`src/rtl/fxr_pkg.sv`:
```
package fxr_pkg;

  typedef enum logic [2:0] {
    RND_TRUNC     = 3'd0,
    RND_HALF_UP   = 3'd1,
    RND_HALF_AWAY = 3'd2,
    RND_HALF_ZERO = 3'd3,
    RND_HALF_EVEN = 3'd4
  } rnd_mode_e;

  typedef enum logic {
    OVF_SAT  = 1'b0,
    OVF_WRAP = 1'b1
  } ovf_mode_e;

endpackage

```
`src/rtl/fxr_shift.sv`:
```
// Variable arithmetic right shift that also reports the guard bit
// (weight one half) and a sticky OR of everything below it.
module fxr_shift #(
  parameter int IN_W   = 24,
  parameter int MAX_PT = 15,
  parameter int PT_W   = 4
) (
  input  logic [IN_W-1:0] x,
  input  logic [PT_W-1:0] pt,
  output logic [IN_W-1:0] q,
  output logic            guard,
  output logic            sticky
);

  localparam int NSEL = MAX_PT + 1;

  logic [IN_W-1:0] q_a [NSEL];
  logic            g_a [NSEL];
  logic            s_a [NSEL];
  logic [PT_W-1:0] sel;

  for (genvar k = 0; k < NSEL; k++) begin : g_pos
    assign q_a[k] = IN_W'($signed(x) >>> k);
    if (k == 0) begin : g_k0
      assign g_a[k] = 1'b0;
      assign s_a[k] = 1'b0;
    end else if (k == 1) begin : g_k1
      assign g_a[k] = x[0];
      assign s_a[k] = 1'b0;
    end else begin : g_kn
      assign g_a[k] = x[k-1];
      assign s_a[k] = |x[k-2:0];
    end
  end

  always_comb begin
    if (32'(pt) > MAX_PT) sel = PT_W'(MAX_PT);
    else                  sel = pt;
  end

  assign q      = q_a[sel];
  assign guard  = g_a[sel];
  assign sticky = s_a[sel];

endmodule

```
`src/rtl/fxr_round.sv`:
```
// Decides the increment from guard/sticky and the tie rule; output is one
// bit wider than the input so that the increment can never overflow.
module fxr_round
  import fxr_pkg::*;
#(
  parameter int        IN_W = 24,
  parameter rnd_mode_e RND  = RND_HALF_EVEN,
  localparam int       R_W  = IN_W + 1
) (
  input  logic [IN_W-1:0] q,
  input  logic            guard,
  input  logic            sticky,
  input  logic            neg,
  output logic [R_W-1:0]  r
);

  logic above, tie, tie_up, inc;

  assign above = guard & sticky;
  assign tie   = guard & ~sticky;

  always_comb begin
    unique case (RND)
      RND_HALF_UP:   tie_up = 1'b1;
      RND_HALF_AWAY: tie_up = ~neg;
      RND_HALF_ZERO: tie_up = neg;
      RND_HALF_EVEN: tie_up = q[0];
      default:       tie_up = 1'b0;
    endcase
  end

  assign inc = (RND == RND_TRUNC) ? 1'b0 : (above | (tie & tie_up));
  assign r   = {q[IN_W-1], q} + {{IN_W{1'b0}}, inc};

endmodule

```
`src/rtl/fxr_clip.sv`:
```
// Brings the rounded value into the output range by clamping or wrapping.
module fxr_clip
  import fxr_pkg::*;
#(
  parameter int        IN_W       = 24,
  parameter int        OUT_W      = 10,
  parameter bit        OUT_SIGNED = 1'b1,
  parameter ovf_mode_e OVF        = OVF_SAT,
  localparam int       R_W        = IN_W + 1
) (
  input  logic [R_W-1:0]   r,
  output logic [OUT_W-1:0] y
);

  logic hi_ovf, lo_ovf;
  logic [OUT_W-1:0] pos_lim, neg_lim;

  if (OUT_SIGNED) begin : g_sgn
    logic [R_W-OUT_W:0] top;
    assign top     = r[R_W-1:OUT_W-1];
    assign hi_ovf  = ~r[R_W-1] & (|top);
    assign lo_ovf  = r[R_W-1] & ~(&top);
    assign pos_lim = {1'b0, {(OUT_W-1){1'b1}}};
    assign neg_lim = {1'b1, {(OUT_W-1){1'b0}}};
  end else begin : g_uns
    assign hi_ovf  = ~r[R_W-1] & (|r[R_W-2:OUT_W]);
    assign lo_ovf  = r[R_W-1];
    assign pos_lim = {OUT_W{1'b1}};
    assign neg_lim = '0;
  end

  if (OVF == OVF_SAT) begin : g_sat
    always_comb begin
      if (hi_ovf)      y = pos_lim;
      else if (lo_ovf) y = neg_lim;
      else             y = r[OUT_W-1:0];
    end
  end else begin : g_wrap
    assign y = r[OUT_W-1:0];
  end

endmodule

```
`src/rtl/fxr_reduce.sv`:
```
module fxr_reduce
  import fxr_pkg::*;
#(
  parameter int        IN_W       = 24,
  parameter int        OUT_W      = 10,
  parameter int        MAX_PT     = 15,
  parameter int        PT_W       = $clog2(MAX_PT + 1),
  parameter rnd_mode_e RND        = RND_HALF_EVEN,
  parameter ovf_mode_e OVF        = OVF_SAT,
  parameter bit        OUT_SIGNED = 1'b1
) (
  input  logic             clk,
  input  logic             rst_n,
  input  logic             in_valid,
  output logic             in_ready,
  input  logic [IN_W-1:0]  in_data,
  input  logic [PT_W-1:0]  in_point,
  output logic             out_valid,
  input  logic             out_ready,
  output logic [OUT_W-1:0] out_data
);

  localparam int R_W = IN_W + 1;

  if (OUT_W >= IN_W || MAX_PT >= IN_W || (1 << PT_W) < MAX_PT + 1) begin : g_bad_cfg
    initial $error("fxr_reduce: bad width parameters");
  end

  logic [IN_W-1:0]  q;
  logic             guard, sticky;
  logic [R_W-1:0]   r;
  logic [OUT_W-1:0] y;
  logic             take;
  logic             vld_q;
  logic [OUT_W-1:0] dat_q;

  fxr_shift #(.IN_W(IN_W), .MAX_PT(MAX_PT), .PT_W(PT_W)) u_shift (
    .x(in_data), .pt(in_point), .q(q), .guard(guard), .sticky(sticky)
  );

  fxr_round #(.IN_W(IN_W), .RND(RND)) u_round (
    .q(q), .guard(guard), .sticky(sticky), .neg(in_data[IN_W-1]), .r(r)
  );

  fxr_clip #(.IN_W(IN_W), .OUT_W(OUT_W), .OUT_SIGNED(OUT_SIGNED), .OVF(OVF)) u_clip (
    .r(r), .y(y)
  );

  assign in_ready = ~vld_q | out_ready;
  assign take     = in_valid & in_ready;

  always_ff @(posedge clk or negedge rst_n) begin
    if (!rst_n) begin
      vld_q <= 1'b0;
      dat_q <= '0;
    end else if (take) begin
      vld_q <= 1'b1;
      dat_q <= y;
    end else if (out_ready) begin
      vld_q <= 1'b0;
    end
  end

  assign out_valid = vld_q;
  assign out_data  = dat_q;

endmodule

```
`config.mk`:
```
export PLATFORM = sky130hd
export DESIGN_NAME = fxr_reduce
export DESIGN_NICKNAME = d
export VERILOG_FILES = /design/src/rtl/fxr_pkg.sv /design/src/rtl/fxr_shift.sv /design/src/rtl/fxr_round.sv /design/src/rtl/fxr_clip.sv /design/src/rtl/fxr_reduce.sv
export SDC_FILE = /design/constraint.sdc
export NUM_CORES = 1
export LEC_CHECK = 0
export BUFFER_PORTS_ARGS = -buffer_cell sky130_fd_sc_hd__clkbuf_2
export CORE_MARGIN = 4
export CORE_UTILIZATION = 40
export DETAILED_ROUTE_END_ITERATION = 10
export GPL_ROUTABILITY_DRIVEN = 0
export GPL_TIMING_DRIVEN = 0
export SYNTH_ARGS = -nofsm -noshare
export SYNTH_HDL_FRONTEND = slang
export SYNTH_HIERARCHICAL = 1
export SYNTH_SLANG_ARGS = --single-unit
```
`constraint.sdc`:
```
create_clock -name clk -period 1.2 [get_ports clk]
set_input_delay 0.24 -clock clk [delete_from_list [all_inputs] [get_ports clk]]
set_output_delay 0.24 -clock clk [all_outputs]
set_load 0.03 [all_outputs]
```
==> metrics.cfg <==
[worst_setup_path]
path_max_fanout=7
crit_path_max_incr_delay_ns=0.29
cp-startpoint=in_point[1]
cp-start-kind=input port
cp.arrival_ns=3.60
critPathSlowestCell=nor4_4
end_kind=register
timing_worst_setup_path_type=input port to register
path_cells=clkbuf_16 -> buf_12 -> buf_12 -> buf_8 -> mux4_2 -> nor2_4 -> o31ai_4 -> and2_4 -> ha_4 -> nand4_1 -> nor4_4 -> nand4_1 -> xnor2_2 -> nor4_2 -> a41oi_2 -> buf_4 -> a21o_1 -> mux2_4
reg2reg_depth=3
r2r_end=out_data[6]
cp.required_ns=1.32
rrSetupSlack_ns=0.15
r2r-start=out_valid
endpoint=out_data[5]

[sta]
rsz0062_at_grt=true
fin_skew_ns=0.000772
maxSlewHeadroom_pct=66.5
final-setup-viol-count=10
max_freq_mhz=287
setup_ws_ns=-2.28
finalHoldViolCount=0
finalSetupTns_ns=-21.82
period_share_pct=290
drv_slew=0
finalCriticalPeriod_ns=3.48
tightest_slew_ns=0.503

[layout]
area_growth_pct=34.3
fill_cells=553
drive_gt1_share_pct=43.9
n_antenna_cell=0
finalNetCount=371

[yosys]
synth.avg_cell_area_um2=8.81
syn_inst=276
syn-cell-area_mm2=0.00243
async_reset_ff_share_pct=100
synth_flop_cell=dfrtp_1
synth.distinct_cells=49
synth_seq_area_share_pct=11.3
synth_seq_cells=11
synth_warnings=6
synthesis.nets=309
synth_edf_count=0

[global_routing]
grt_first_pass_wirelength_mm=12.5
antenna_found_initial=0
grt_overflow=0
grt_max_degree=12
grtUsageTotal_pct=20.8
grt_pass1_vias=2478

[power]
powerDensity_mw_per_mm2=729
finalPower_uw=2380
p_switching_uw=1020
irDropWorstVdd_mv=1.14
p_seq_share_pct=19.8
leakage_uw=0.00139
p_sw_share_pct=42.7
p_int_uw=1360
p_comb_share_pct=64.7
clockPowerShare_pct=15.4

[die]
die_area_mm2=0.00739
core_mm2=0.00592
num_rows=28
initial_utilization_pct=41.1
die_w_um=86.0
die_h_um=86.0
io_pins=44

[status]
violations=setup timing
outcome=complete, but fails checks

[placement]
place_hpwl_mm=5.48
portBuffers=40

[routing]
routed_wl_mm=7.36
vias=2518
via_per_inst=6.11
wl_per_cell_um=17.9
drt_iter0_markers=167
ant_nets=0
dr.pass1.iters=4
drc=0

[cts]
cts.sinks=11
h-tree-depth=1
clk_latency_ns=0.24
path_clk_slew_ns=0.05
clock_path_buffers=2
numCtsBuffers=3
cts_tree=done
clockRootBuffer=clkbuf_8

[job]
max-cap-violations=0

[worst_hold_path]
hold_path.class=input port to register

==> kinds of logic after synthesis <==
family | count (synthesis) | share of synthesized area (%)
compound gates | 63 | 18.8
xor+xnor | 22 | 7.93
fa+ha+maj | 1 | 0.515
buf+inv | 25 | 4.79
flops | 11 | 11.3
mux | 54 | 32.7
simple gates | 100 | 24.0
==> sequential cells by signal, summed over array words and instances, names as in the netlist <==
| name | flops |
|---|---|
| out_data | 10 |
| out_valid | 1 |
==> Yosys cell counts (2+ instances only) <==
library cell | n | area, µm²
a211oi_1 | 7 | 52.6
a21o_1 | 9 | 67.6
a21oi_1 | 16 | 80.1
a221o_1 | 4 | 40.0
a31oi_1 | 4 | 25.0
a41oi_1 | 2 | 17.5
and2_1 | 3 | 18.8
and3_1 | 6 | 37.5
and4_1 | 3 | 26.3
buf_2 | 6 | 30.0
buf_4 | 2 | 15.0
clkbuf_1 | 9 | 33.8
dfrtp_1 | 11 | 275
inv_1 | 6 | 22.5
mux2_2 | 18 | 203
mux2_4 | 10 | 150
mux2i_1 | 13 | 130
mux4_1 | 5 | 131
mux4_2 | 8 | 180
nand2_1 | 21 | 78.8
nand2b_1 | 3 | 18.8
nand3_1 | 8 | 40.0
nand4_1 | 11 | 68.8
nand4_2 | 2 | 25.0
nand4_4 | 2 | 42.5
nor2_1 | 23 | 86.3
nor2b_1 | 4 | 25.0
nor3_1 | 7 | 35.0
nor4_1 | 3 | 18.8
o211ai_1 | 2 | 15.0
o21a_1 | 2 | 15.0
o21ai_0 | 5 | 25.0
o221ai_1 | 4 | 35.0
o31ai_1 | 2 | 15.0
xnor2_1 | 16 | 140
xor2_1 | 6 | 52.6
==> how the worst min path moves through the flow <==
stage,to,depth (start not counted),startpoint,slack (ns)
2_1_floorplan,out_data[0],0,rst_n,-0.06
3_3_place_gp,out_data[9],1,rst_n,0.13
3_5_place_dp,out_data[9],1,rst_n,0.13
4_1_cts,out_valid,2,in_valid,0.29
5_1_grt,out_valid,2,in_valid,0.30
6_report,out_valid,2,in_valid,0.30
==> critical path: cells and delay by family <==
kind / cells / cell delay [ns]
AND/OR/NAND/NOR: 6 / 1.16
buffers and inverters: 5 / 0.72
AO/OA/AOI/OAI: 3 / 0.60
multiplexers: 2 / 0.53
XOR/XNOR: 1 / 0.22
adder cells (fa/ha/maj): 1 / 0.13
==> cells in the final DEF (no fill, tap or decap), drive strengths merged, types with 5 or more instances in the layout <==
cell / synthesis / routed
a211oi: 7 / 7
a21o: 9 / 9
a21oi: 16 / 16
and3: 6 / 6
buf: 10 / 24
clkbuf: 9 / 53
dfrtp: 11 / 11
inv: 6 / 6
mux2: 28 / 28
mux2i: 13 / 13
mux4: 13 / 13
nand2: 22 / 22
nand3: 8 / 8
nand4: 15 / 15
nor2: 24 / 24
nor3: 7 / 7
o21ai: 5 / 5
xnor2: 16 / 16
xor2: 6 / 6
==> cell type report <==
cell class,count,area (µm²),area share (%)
plain buffers,19,175,5.36
clock buffers,4,45.0,1.38
inverters,6,22.5,0.690
multi-input cells,240,2250,68.8
flip-flops and latches,11,275,8.43
well taps,75,93.8,2.87
repair buffers,57,407,12.5
==> through the flow <==
stage                     std cells  util, %  worst slack (ns)  hold slack (ns)  area, µm²
after floorplan                 276        -             -2.24          -0.0556       2550
after global placement          391     48.1             -2.84            0.126       2850
after detailed placement        391     48.1             -2.92            0.128       2850
after CTS                       412     54.4             -2.20            0.294       3220
after global routing            412     55.2             -2.41            0.301       3270
final                           412     55.2             -2.28            0.298       3270
==> routing by layer <==
| layer | global-route usage, % | vias up | share of wire [%] |
|---|---|---|---|
| li1 | - | 1206 | - |
| met1 | 28.9 | 1204 | 46 |
| met2 | 34.5 | 98 | 48 |
| met3 | 3.36 | 10 | 4.4 |
| met4 | 3.02 | 0 | 1.5 |
| met5 | 0 | - | 0 |
==> power by group through the flow <==
| stage | registers (µW) | logic, µW | clock network, µW |
|---|---|---|---|
| floorplan | 604 | 877 | 0 |
| global placement | 474 | 1330 | 0 |
| detailed placement | 477 | 1340 | 0 |
| CTS | 473 | 1500 | 376 |
| global route | 480 | 1660 | 385 |
| finish | 472 | 1540 | 368 |
==> what timing repair did <==
item                       in CTS  in global routing
setup endpoints to repair      11                 11
buffers inserted               13                  0
pin swaps                      13                  2
hold buffers                    1                  0
cloned                          3                  0
resized for setup              32                 14
hold endpoints to repair       11                  0
(Power assumes the default switching activity.)
